[src/rtl/framer_pkg.sv]
package framer_pkg;

    localparam int CHAR_MAX = 8;
    localparam int IDX_W    = $clog2(CHAR_MAX);

    typedef enum logic [2:0] {
        TX_IDLE,
        TX_START,
        TX_DATA,
        TX_PAR,
        TX_STOP
    } tx_state_e;

    typedef enum logic [2:0] {
        RX_IDLE,
        RX_START,
        RX_DATA,
        RX_PAR,
        RX_STOP,
        RX_HOLD
    } rx_state_e;

    typedef struct packed {
        logic [1:0] len_sel;
        logic       par_en;
        logic       par_odd;
        logic       stop2;
    } frame_cfg_t;

endpackage

[src/rtl/framer_tx.sv]
module framer_tx
    import framer_pkg::*;
#(
    parameter int OSR = 16
) (
    input  logic                clk,
    input  logic                rst_n,
    input  logic                tick,
    input  frame_cfg_t          cfg,
    input  logic                send_break,
    input  logic [CHAR_MAX-1:0] data,
    input  logic                valid,
    output logic                ready,
    output logic                line
);

    localparam int CW = $clog2(2 * OSR + 1);
    localparam logic [CW-1:0] BIT_END    = CW'(OSR - 1);
    localparam logic [CW-1:0] STOP15_END = CW'(OSR + OSR / 2 - 1);
    localparam logic [CW-1:0] STOP2_END  = CW'(2 * OSR - 1);

    typedef struct packed {
        tx_state_e           st;
        logic [CW-1:0]       cnt;
        logic [CHAR_MAX-1:0] sh;
        logic [IDX_W-1:0]    idx;
        logic                par;
    } tx_reg_t;

    tx_reg_t          r_d, r_q;
    logic [CW-1:0]    stop_end;
    logic [IDX_W-1:0] last_idx;
    logic             line_bit;

    always_comb begin
        stop_end = !cfg.stop2 ? BIT_END :
                   (cfg.len_sel == 2'd0 ? STOP15_END : STOP2_END);
        last_idx = IDX_W'(cfg.len_sel) + IDX_W'(4);
        r_d      = r_q;
        case (r_q.st)
            TX_IDLE: begin
                if (valid) begin
                    r_d.st  = TX_START;
                    r_d.cnt = '0;
                    r_d.sh  = data;
                    r_d.idx = '0;
                    r_d.par = cfg.par_odd;
                end
            end
            TX_START: begin
                if (tick) begin
                    if (r_q.cnt == BIT_END) begin
                        r_d.st  = TX_DATA;
                        r_d.cnt = '0;
                    end else begin
                        r_d.cnt = r_q.cnt + 1'b1;
                    end
                end
            end
            TX_DATA: begin
                if (tick) begin
                    if (r_q.cnt == BIT_END) begin
                        r_d.cnt = '0;
                        r_d.par = r_q.par ^ r_q.sh[0];
                        r_d.sh  = r_q.sh >> 1;
                        if (r_q.idx == last_idx) begin
                            r_d.st = cfg.par_en ? TX_PAR : TX_STOP;
                        end else begin
                            r_d.idx = r_q.idx + 1'b1;
                        end
                    end else begin
                        r_d.cnt = r_q.cnt + 1'b1;
                    end
                end
            end
            TX_PAR: begin
                if (tick) begin
                    if (r_q.cnt == BIT_END) begin
                        r_d.st  = TX_STOP;
                        r_d.cnt = '0;
                    end else begin
                        r_d.cnt = r_q.cnt + 1'b1;
                    end
                end
            end
            TX_STOP: begin
                if (tick) begin
                    if (r_q.cnt == stop_end) begin
                        r_d.st  = TX_IDLE;
                        r_d.cnt = '0;
                    end else begin
                        r_d.cnt = r_q.cnt + 1'b1;
                    end
                end
            end
            default: r_d.st = TX_IDLE;
        endcase
    end

    always_ff @(posedge clk or negedge rst_n) begin
        if (!rst_n) begin
            r_q <= '0;
        end else begin
            r_q <= r_d;
        end
    end

    always_comb begin
        case (r_q.st)
            TX_START: line_bit = 1'b0;
            TX_DATA:  line_bit = r_q.sh[0];
            TX_PAR:   line_bit = r_q.par;
            default:  line_bit = 1'b1;
        endcase
    end

    assign ready = (r_q.st == TX_IDLE);
    assign line  = line_bit && !send_break;

    // an accepted byte puts the start bit on the line in the next cycle
    p_start_low_r5: assert property (@(posedge clk) disable iff (!rst_n)
        (valid && ready) |=> (!line || send_break));

    // an idle transmitter holds the line at mark
    p_idle_mark_r2: assert property (@(posedge clk) disable iff (!rst_n)
        (ready && !send_break) |-> line);

    // the cycle before the transmitter frees up is part of the stop period
    p_stop_mark_r4: assert property (@(posedge clk) disable iff (!rst_n)
        ($rose(ready) && !$past(send_break)) |-> $past(line));

endmodule

[src/rtl/framer_rx.sv]
module framer_rx
    import framer_pkg::*;
#(
    parameter int OSR  = 16,
    parameter int SYNC = 2
) (
    input  logic                clk,
    input  logic                rst_n,
    input  logic                tick,
    input  frame_cfg_t          cfg,
    input  logic                line_in,
    input  logic                rd,
    output logic [CHAR_MAX-1:0] data,
    output logic                valid,
    output logic                perr,
    output logic                ferr,
    output logic                oerr,
    output logic                brk
);

    localparam int CW = $clog2(OSR + 1);
    localparam logic [CW-1:0] BIT_END  = CW'(OSR - 1);
    localparam logic [CW-1:0] HALF_END = CW'(OSR / 2 - 1);

    typedef struct packed {
        logic [SYNC-1:0]     sync;
        rx_state_e           st;
        logic [CW-1:0]       cnt;
        logic [CHAR_MAX-1:0] sh;
        logic [IDX_W-1:0]    idx;
        logic                par;
        logic                pbit;
        logic [CHAR_MAX-1:0] data;
        logic                valid;
        logic                perr;
        logic                ferr;
        logic                oerr;
        logic                brk;
    } rx_reg_t;

    rx_reg_t          r_d, r_q;
    logic             rx_s;
    logic [IDX_W-1:0] last_idx;

    assign rx_s = r_q.sync[SYNC-1];

    always_comb begin
        last_idx = IDX_W'(cfg.len_sel) + IDX_W'(4);
        r_d      = r_q;
        r_d.sync = {r_q.sync[SYNC-2:0], line_in};
        if (rd) begin
            r_d.valid = 1'b0;
            r_d.perr  = 1'b0;
            r_d.ferr  = 1'b0;
            r_d.oerr  = 1'b0;
            r_d.brk   = 1'b0;
        end
        case (r_q.st)
            RX_IDLE: begin
                if (!rx_s) begin
                    r_d.st  = RX_START;
                    r_d.cnt = '0;
                end
            end
            RX_START: begin
                if (tick) begin
                    if (r_q.cnt == HALF_END) begin
                        if (rx_s) begin
                            r_d.st = RX_IDLE;
                        end else begin
                            r_d.st   = RX_DATA;
                            r_d.cnt  = '0;
                            r_d.idx  = '0;
                            r_d.sh   = '0;
                            r_d.par  = 1'b0;
                            r_d.pbit = 1'b0;
                        end
                    end else begin
                        r_d.cnt = r_q.cnt + 1'b1;
                    end
                end
            end
            RX_DATA: begin
                if (tick) begin
                    if (r_q.cnt == BIT_END) begin
                        r_d.cnt = '0;
                        r_d.sh  = {rx_s, r_q.sh[CHAR_MAX-1:1]};
                        r_d.par = r_q.par ^ rx_s;
                        if (r_q.idx == last_idx) begin
                            r_d.st = cfg.par_en ? RX_PAR : RX_STOP;
                        end else begin
                            r_d.idx = r_q.idx + 1'b1;
                        end
                    end else begin
                        r_d.cnt = r_q.cnt + 1'b1;
                    end
                end
            end
            RX_PAR: begin
                if (tick) begin
                    if (r_q.cnt == BIT_END) begin
                        r_d.cnt  = '0;
                        r_d.pbit = rx_s;
                        r_d.st   = RX_STOP;
                    end else begin
                        r_d.cnt = r_q.cnt + 1'b1;
                    end
                end
            end
            RX_STOP: begin
                if (tick) begin
                    if (r_q.cnt == BIT_END) begin
                        r_d.cnt   = '0;
                        r_d.data  = r_q.sh >> (2'd3 - cfg.len_sel);
                        r_d.valid = 1'b1;
                        r_d.oerr  = r_q.valid && !rd;
                        r_d.perr  = cfg.par_en && (r_q.pbit != (r_q.par ^ cfg.par_odd));
                        r_d.ferr  = !rx_s;
                        r_d.brk   = !rx_s && (r_q.sh == '0) && !r_q.pbit;
                        r_d.st    = rx_s ? RX_IDLE : RX_HOLD;
                    end else begin
                        r_d.cnt = r_q.cnt + 1'b1;
                    end
                end
            end
            RX_HOLD: begin
                if (rx_s) begin
                    r_d.st = RX_IDLE;
                end
            end
            default: r_d.st = RX_IDLE;
        endcase
    end

    always_ff @(posedge clk or negedge rst_n) begin
        if (!rst_n) begin
            r_q      <= '0;
            r_q.sync <= '1;
        end else begin
            r_q <= r_d;
        end
    end

    assign data  = r_q.data;
    assign valid = r_q.valid;
    assign perr  = r_q.perr;
    assign ferr  = r_q.ferr;
    assign oerr  = r_q.oerr;
    assign brk   = r_q.brk;

    // a break is always also a framing error with an all-zero character
    p_brk_ferr_r8: assert property (@(posedge clk) disable iff (!rst_n)
        r_q.brk |-> (r_q.ferr && r_q.data == '0));

    // an overrun is only ever reported alongside a held character
    p_overrun_held_r9: assert property (@(posedge clk) disable iff (!rst_n)
        r_q.oerr |-> r_q.valid);

endmodule

[src/rtl/async_framer.sv]
module async_framer
    import framer_pkg::*;
#(
    parameter int OSR  = 16,
    parameter int SYNC = 2
) (
    input  logic       clk,
    input  logic       rst_n,
    input  logic       baud_tick,
    input  logic [1:0] cfg_len,
    input  logic       cfg_par_en,
    input  logic       cfg_par_odd,
    input  logic       cfg_stop2,
    input  logic       loopback,
    input  logic       tx_break,
    input  logic [7:0] tx_data,
    input  logic       tx_valid,
    output logic       tx_ready,
    output logic       txd,
    input  logic       rxd,
    output logic [7:0] rx_data,
    output logic       rx_valid,
    input  logic       rx_read,
    output logic       rx_perr,
    output logic       rx_ferr,
    output logic       rx_oerr,
    output logic       rx_brk
);

    frame_cfg_t cfg;
    logic       tx_line;
    logic       rx_line;

    assign cfg     = '{len_sel: cfg_len, par_en: cfg_par_en,
                       par_odd: cfg_par_odd, stop2: cfg_stop2};
    assign rx_line = loopback ? tx_line : rxd;
    assign txd     = loopback ? 1'b1 : tx_line;

    framer_tx #(.OSR(OSR)) u_tx (
        .clk        (clk),
        .rst_n      (rst_n),
        .tick       (baud_tick),
        .cfg        (cfg),
        .send_break (tx_break),
        .data       (tx_data),
        .valid      (tx_valid),
        .ready      (tx_ready),
        .line       (tx_line)
    );

    framer_rx #(.OSR(OSR), .SYNC(SYNC)) u_rx (
        .clk     (clk),
        .rst_n   (rst_n),
        .tick    (baud_tick),
        .cfg     (cfg),
        .line_in (rx_line),
        .rd      (rx_read),
        .data    (rx_data),
        .valid   (rx_valid),
        .perr    (rx_perr),
        .ferr    (rx_ferr),
        .oerr    (rx_oerr),
        .brk     (rx_brk)
    );

endmodule

[config.mk]
export PLATFORM = sky130hd
export DESIGN_NAME = async_framer
export DESIGN_NICKNAME = d
export VERILOG_FILES = /design/src/rtl/framer_pkg.sv /design/src/rtl/framer_tx.sv /design/src/rtl/framer_rx.sv /design/src/rtl/async_framer.sv
export SDC_FILE = /design/constraint.sdc
export NUM_CORES = 1
export LEC_CHECK = 0
export BUFFER_PORTS_ARGS = -buffer_cell sky130_fd_sc_hd__buf_2
export CORE_MARGIN = 5
export CORE_UTILIZATION = 25
export CTS_BUF_LIST = sky130_fd_sc_hd__clkbuf_8
export CTS_CLUSTER_DIAMETER = 50
export DETAILED_ROUTE_END_ITERATION = 16
export PLACE_DENSITY_LB_ADDON = 0.08
export SYNTH_ARGS = -nofsm -noshare
export SYNTH_HDL_FRONTEND = slang
export SYNTH_HIERARCHICAL = 1
export SYNTH_SLANG_ARGS = --single-unit
[constraint.sdc]
create_clock -name clk -period 5.6 [get_ports clk]
set_input_delay 1.68 -clock clk [delete_from_list [all_inputs] [get_ports clk]]
set_output_delay 1.68 -clock clk [all_outputs]
set_load 0.1 [all_outputs]
## After elaboration in Yosys (flattened, before gate mapping)

Cells that the tools add are included.

- Multiplexer cells: 52
- Add/sub/neg operators: 6
- Equality and inequality tests: 41
- Shifts and indexed selects: 1
- Reductions and logical operators: 28
- Bitwise operators: 3

Operator list:

| cell | number |
|---|---|
| $mux W21 | 3 |
| $pmux W12 S2 | 2 |
| $mux W3 | 15 |
| $mux W5 | 6 |
| $pmux W6 S5 | 1 |
| $mux W9 | 3 |
| $ne A2 B2 Y1 const B | 13 |
| $pmux W5 S5 | 1 |
| $mux W12 | 2 |
| $mux W8 | 3 |
| $ne A2 B1 Y1 const B | 11 |
| $mux W20 | 1 |
| $mux W18 | 1 |
| $mux W6 | 3 |
| $pmux W3 S6 | 1 |
| $reduce_and A6 Y1 | 3 |
| $pmux W3 S5 | 1 |
| $reduce_and A7 Y1 | 2 |
| $mux W13 | 1 |
| $eq A3 B2 Y1 const B | 4 |
| $reduce_and A11 Y1 | 1 |
| $reduce_and A10 Y1 | 1 |
| $reduce_bool A5 Y1 | 2 |
| $eq A3 B3 Y1 const B | 3 |
| 29 further kinds | 47 |

- Input port bits: 21
- Register bits: 57

## Depth between registers and ports, before layout

Gate-level depths: netlist of the first run.

- Depth in word-level cells: 7
- Gate-level depth with buffers: 8
- Depth with buffers taken out: 7

## Modules after synthesis

The synthesis of the first run kept the hierarchy.

By module, submodules not included:

| module | seq. area each (um^2) | cells each | area each (um^2) | instances |
|---|---|---|---|---|
| framer_rx | 903.4 | 221 | 2082.0 | 1 |
| framer_tx | 525.5 | 148 | 1383.8 | 1 |
| async_framer | 0.0 | 2 | 21.3 | 1 |

## Worst setup path after synthesis of the first run

Ideal clock, no wire load.

- Kind: input to output
- From: input tx_break
- To: output txd
- Arrival: 2232 ps
- Stages: 2
- Setup slack: 1688 ps
- Data required time: 3920 ps
- Buffers on the path: 0
- Cell sequence: nor2_1 > or2_2

- Cells in the longest elaborated chain, start to end: 3

RTL lines:

| item | line | text |
|---|---|---|
| from (decl) | async_framer.sv:15 | `input logic tx_break,` |
| $logic_not A1 Y1 | framer_tx.sv:118 | `assign line = line_bit && !send_break;` |
| $logic_and A1 B1 Y1 | framer_tx.sv:118 |  |
| $mux W1 | async_framer.sv:37 | `assign txd = loopback ? 1'b1 : tx_line;` |
| to (decl) | async_framer.sv:19 | `output logic txd,` |

Every way passes these cells.

## Worst setup path in the final report of the first run

- From: input tx_break
- To: output txd

- Cells in the longest elaborated chain, start to end: 3

RTL lines:

| item | line | text |
|---|---|---|
| $logic_not A1 Y1 | framer_tx.sv:118 |  |
| $logic_and A1 B1 Y1 | framer_tx.sv:118 |  |
| via tx_line | async_framer.sv:31 | `logic tx_line;` |
| $mux W1 | async_framer.sv:37 |  |

The timed path passes the listed nets, and every way through them passes these cells.

==> run_results.csv, run 1 <==
group,metric,value,unit
logic_synthesis,yosysTopAreaCell,"dfrtp_1",
drt,vias_per_cell,4.73,
clock_network,worst_skew_pair.late_latency,0.36,ns
critical_path,critPathCaptureType,"output port",
placed_design,pre_cts_ws,1.49,ns
clock_network,clockBufferDepth,2,
critical_path,start_kind,"input pin",
clock_network,cts_buffers,9,
sta,tns,0,ns
drt,drc,0,
global_route,overflow,0,
sta,period_minus_slack,4.11,ns
finish,num_antenna_cells,0,
finish,final-seq-area,1430,um2
critical_path,cp.arrival,2.43,ns
drt,via_count,2751,
logic_synthesis,ys_seq_area_share,41.0,%
clock_network,cts_tree,"yes",
finish,fin_cells,581,
logic_synthesis,synth_cell_types,70,
logic_synthesis,netlist.area_leader.share,39.5,%
global_route,grt_max_degree,39,
clock_network,cts_sinks,57,
logic_synthesis,synth-edff-count,0,
sta,worst_slack,1.49,ns
status,status,"finished clean",
sta,tightest_slew,0.718,ns
die,die_area,16400,um2
placed_design,dp.cells,565,
global_route,grt_pass1_vias,2763,
logic_synthesis,synth.area.top_cells,"dfrtp_1, nand2_1, o21ai_0, mux2i_1, mux2_2",
die,rows,43,
die,core,13800,um2
drt,detail-route-antenna-nets,0,
drt,drt_iter0_markers,126,
logic_synthesis,synthCells,371,
logic_synthesis,ys_warn_count,6,
logic_synthesis,synthArstFlopShare,100,%
finish,layout_commonest_cell,"dfrtp_1",
drt,drt_pre_antenna_iters,4,
sta,hold_viol,0,
drt,wirelength,8450,um
critical_path,crit_buf_inv,2,
power,vdd_drop_max,0.248,mV
global_route,grt_pass1_wl,14100,um
placed_design,routabilityCongestion,0.743,
global_route,grt.total_usage,10.9,%
power,leakagePower,1.69,nW
finish,most-common-layout-cells,"dfrtp_1, nand2_1, buf_2, o21ai_0, nor2_1",
placed_design,io_buffers,35,
sta,fin_crit_sh,73.4,%
power,power.density,447,nW/um2
sta,drv_slew,0,
finish,layout-drive-gt1-share,22.9,%
critical_path,cp_cell_sequence,"buf_2 > nor2_1 > or2_2 > buf_2",
clock_network,root_buffer,"clkbuf_8",
critical_path,crit_type,"in2out",
logic_synthesis,netlist_area,3490,um2
global_route,antenna_found_initial,0,
finish,synthToLayoutAreaGrowth,14.3,%
critical_path,crit_family,"buffers and inverters",
finish,utilization,28.9,%
critical_path,slowest_stage,"buf_2",
logic_synthesis,syn-num-nets,397,
sta,setup_viol,0,
sta,final.setup_skew,0.0103,ns
critical_path,cp.required,3.92,ns
finish,fillCellCount,1510,
clock_network,clk_pin_slew,0.06,ns
power,finalPower,1.78,mW
clock_network,ctsHtreeMaxLevel,3,
sta,max_freq,243,MHz
clock_network,postCtsHoldBufs,0,
placed_design,dpl.hpwl,5920,um
finish,nets,422,
die,io-pin-count,36,
sta,grt_setup_unrepaired,"false",
critical_path,cp_common_cell,"buf_2",
logic_synthesis,synth-seq-cells,57,
die,dieHeight,128,um
die,die_x,128,um
clock_network,ctsResizeCount,0,
die,start_util,25.3,%
job,max-cap-violations,0,
critical_path,slowest_delay,0.41,ns
logic_synthesis,avgSynthCellArea,9.40,um2
critical_path,cp_max_fo,2,
finish,multi_input_area,1870,um2
drt,wl_per_cell,14.6,um
hold_path,min_path_type,"reg2reg",
clock_network,cts_setup_buffers,0,
logic_synthesis,synthFlopType,"dfrtp_1",
sta,relSlewSlack,52.0,%
[stage by stage]
stage | instance area (um2) | hold slack (ns)
6_report | 3990 | 0.355
5_1_grt | 3990 | 0.360
4_1_cts | 3990 | 0.357
3_5_place_dp | 3760 | 0.347
3_3_place_gp | 3760 | 0.348
2_1_floorplan | 3490 | 0.345
[per-layer routing]
| layer | routed length [um] | track usage [%] | share of wire, % |
|---|---|---|---|
| met1 | 4100 | 14.2 | 49 |
| met2 | 3970 | 16.9 | 47 |
| met3 | 281 | 4.17 | 3.3 |
| met4 | 94 | 2.81 | 1.1 |
| met5 | 0 | 0 | 0 |
[kinds of logic (layout without fill, tap and decap cells)]
kind of cell / Yosys count / in the layout / synth area share [%]
AO/OA/AOI/OAI: 102 / 102 / 20.1
XOR/XNOR: 9 / 9 / 2.26
adder cells (fa/ha/maj): 5 / 5 / 1.79
buffers and inverters: 33 / 63 / 5.31
flip-flops: 57 / 57 / 41.0
multiplexers: 25 / 25 / 7.64
AND/OR/NAND/NOR: 140 / 140 / 21.9
[path summary, 6_finish.rpt]
kind                                   start           end  slack (ns)  cells past startpoint
worst max-delay path                tx_break           txd        1.49                      4
worst min-delay path            u_rx/r_d[35]  u_rx/r_q[35]        0.35                      0
worst max register to register  u_rx/r_q[27]  u_rx/data[0]        3.51                      4
worst min register to register  u_rx/r_d[35]  u_rx/r_q[35]        0.35                      0
max in group asynchronous              rst_n  u_rx/r_d[35]        3.38                      2
min in group asynchronous              rst_n  u_rx/r_q[27]        1.30                      1
[sequential cells by signal, indices dropped and copies added (netlist names)]
register / count
u_rx/valid: 1
u_rx/data: 8
u_rx/perr: 1
u_rx/r_q: 22
u_rx/r_d: 1
u_tx/r_q: 21
u_rx/oerr: 1
u_rx/brk: 1
u_rx/ferr: 1
[power by group]
group	internal, mW	switching [mW]	leakage [nW]	total, mW
logic	0.299	0.368	0.862	0.667
registers	0.514	0.149	0.714	0.662
clock network	0.273	0.179	0.115	0.452
total	1.09	0.696	1.69	1.78
[final cells by class]
type | instances | share of cell area [%]
multi-input cells | 281 | 47.0
clock inverters | 5 | 1.95
repair buffers | 37 | 4.77
flip-flops and latches | 57 | 35.9
clock buffers | 11 | 3.80
inverters | 10 | 0.973
well taps | 180 | 5.65
[synth_stat cells (3+ instances only)]
| master | n |
|---|---|
| a211o_1 | 3 |
| a21o_1 | 3 |
| a21oi_1 | 19 |
| a21oi_2 | 3 |
| a22o_1 | 5 |
| and3_1 | 6 |
| buf_2 | 6 |
| buf_4 | 10 |
| clkbuf_1 | 5 |
| dfrtp_1 | 55 |
| ha_1 | 5 |
| inv_1 | 7 |
| mux2_2 | 9 |
| mux2i_1 | 15 |
| nand2_1 | 45 |
| nand2b_1 | 4 |
| nand3_1 | 13 |
| nand3b_1 | 5 |
| nor2_1 | 27 |
| nor2b_1 | 8 |
| nor3_1 | 4 |
| nor3b_1 | 5 |
| nor4b_1 | 4 |
| o21ai_0 | 33 |
| o21ai_1 | 4 |
| o22ai_1 | 3 |
| or2_2 | 4 |
| xnor2_1 | 8 |
Power figures use the tool's default switching activity.
==> run 2: changes to the inputs <==
clock period = 3.9 ns   (was 5.6 ns; I/O delays follow)
==> run_results.csv, run 2 (synthesized netlist as in run 1, its figures left out) <==
group,metric,value,unit
critical_path,worstSetupStartpoint,"u_tx/r_q[19]",
sta,final.setup_skew,0.0111,ns
clock_network,cts_buffers,9,
sta,tns,0,ns
clock_network,root_buffer,"clkbuf_8",
placed_design,routabilityCongestion,0.756,
clock_network,cts_tree,"yes",
finish,layout_commonest_cell,"dfrtp_1",
finish,nets,424,
placed_design,io_buffers,35,
sta,hold_viol,0,
critical_path,critPathCaptureType,"output port",
finish,fillCellCount,1495,
placed_design,dp.cells,567,
die,dieHeight,128,um
critical_path,slowest_stage,"dfrtp_1",
die,die_x,128,um
drt,via_count,2743,
critical_path,worstReg2RegEnd,"u_rx/r_q[26]",
critical_path,cp_cell_sequence,"nor2b_1 > nor2_1 > a311oi_1 > nor2_1 > or2_2 > buf_2",
drt,detail-route-antenna-nets,0,
hold_path,hold_path_depth,0,
critical_path,cp.arrival,2.06,ns
finish,fin_cells,583,
critical_path,start_kind,"register",
die,io-pin-count,36,
status,status,"finished clean",
sta,grt_setup_unrepaired,"false",
critical_path,slowest_delay,0.51,ns
global_route,grt.total_usage,11.2,%
hold_path,min_path_type,"reg2reg",
placed_design,dpl_cell_area,3770,um2
sta,fin_crit_sh,82.9,%
hold_path,hold-path-endpoint,"u_rx/r_q[35]",
clock_network,ctsHtreeMaxLevel,3,
clock_network,clockBufferDepth,2,
finish,finalInstanceArea,4000,um2
sta,setup_viol,0,
power,power.density,644,nW/um2
power,vdd_drop_max,0.216,mV
critical_path,crit_buf_inv,1,
die,rows,43,
global_route,grt_pass1_vias,2797,
critical_path,worstRegToRegCells,5,
clock_network,worst_skew_pair.late_latency,0.35,ns
global_route,grt_pass1_wl,14800,um
drt,wl_per_cell,14.8,um
sta,period_minus_slack,3.23,ns
power,finalPower,2.58,mW
placed_design,dpl.hpwl,6020,um
power,leakagePower,1.70,nW
finish,most-common-layout-cells,"dfrtp_1, nand2_1, buf_2, o21ai_0, nor2_1",
drt,wirelength,8640,um
critical_path,r2r_start,"u_rx/r_q[33]",
clock_network,cts_sinks,57,
drt,drt_iter0_markers,129,
drt,drc,0,
finish,layout-drive-gt1-share,23.3,%
critical_path,reg2reg_slack,1.78,ns
critical_path,crit_family,"simple AND/OR/NAND/NOR gates",
sta,relSlewSlack,48.5,%
critical_path,cp_common_cell,"nor2_1",
global_route,grt_max_degree,32,
clock_network,cts_setup_buffers,0,
clock_network,clk_pin_slew,0.07,ns
global_route,overflow,0,
sta,drv_slew,0,
die,start_util,25.3,%
critical_path,cp.required,2.73,ns
critical_path,cp_max_fo,10,
finish,top_register,"u_rx/r_q",
die,core,13800,um2
drt,drt_pre_antenna_iters,6,
finish,largest_reg_flops,22,
hold_path,min-delay-start,"u_rx/r_d[35]",
sta,max_freq,309,MHz
clock_network,postCtsHoldBufs,0,
finish,num_antenna_cells,0,
job,max-cap-violations,0,
critical_path,crit_type,"reg2out",
drt,vias_per_cell,4.70,
sta,tightest_slew,0.772,ns
global_route,antenna_found_initial,0,
die,die_area,16400,um2
finish,synthToLayoutAreaGrowth,14.7,%
clock_network,ctsResizeCount,0,
==> run 2: power breakdown <==
part | switching, mW | internal (mW) | total, mW
clock network | 0.260 | 0.392 | 0.653
registers | 0.200 | 0.738 | 0.938
logic | 0.550 | 0.436 | 0.986
==> run 2: area by class of cell <==
type,instances,area [um2],share of cell area [%]
multi-input cells,281,1870,46.8
flip-flops and latches,57,1430,35.7
well taps,180,225,5.63
repair buffers,39,205,5.13
clock buffers,11,151,3.78
clock inverters,5,77.6,1.94
inverters,10,38.8,0.970
==> run 2: metal layers <==
| metal | vias up | track usage (%) | share of wire (%) |
|---|---|---|---|
| li1 | 1387 | - | - |
| met1 | 1318 | 14.8 | 49 |
| met2 | 29 | 18.1 | 48 |
| met3 | 9 | 2.96 | 2.8 |
| met4 | 0 | 3.18 | 1.1 |
| met5 | - | 0 | 0 |
==> run 2: worst reg2reg max path, cell delays in order (launching register included) <==
cell and delay, ns:
dfrtp_1 0.66, inv_1 0.29, o211a_1 0.21, a311oi_4 0.46, nor2b_2 0.11, mux2_2 0.27
==> run 2: worst max-delay path by stage <==
stage | to | slack (ns) | cells past startpoint
after floorplan | txd | 1.01 | 2
after global placement | txd | 0.82 | 4
after detailed placement | txd | 0.81 | 4
after CTS | txd | 0.61 | 6
after global routing | txd | 0.53 | 6
final | txd | 0.67 | 6
==> run 2: through the flow <==
| stage | utilization (%) | setup WS [ns] | hold slack, ns |
|---|---|---|---|
| 2_1_floorplan | - | 1.01 | 0.345 |
| 3_3_place_gp | 27.4 | 0.824 | 0.349 |
| 3_5_place_dp | 27.4 | 0.809 | 0.347 |
| 4_1_cts | 29.0 | 0.613 | 0.358 |
| 5_1_grt | 29.0 | 0.531 | 0.360 |
| 6_report | 29.0 | 0.665 | 0.356 |
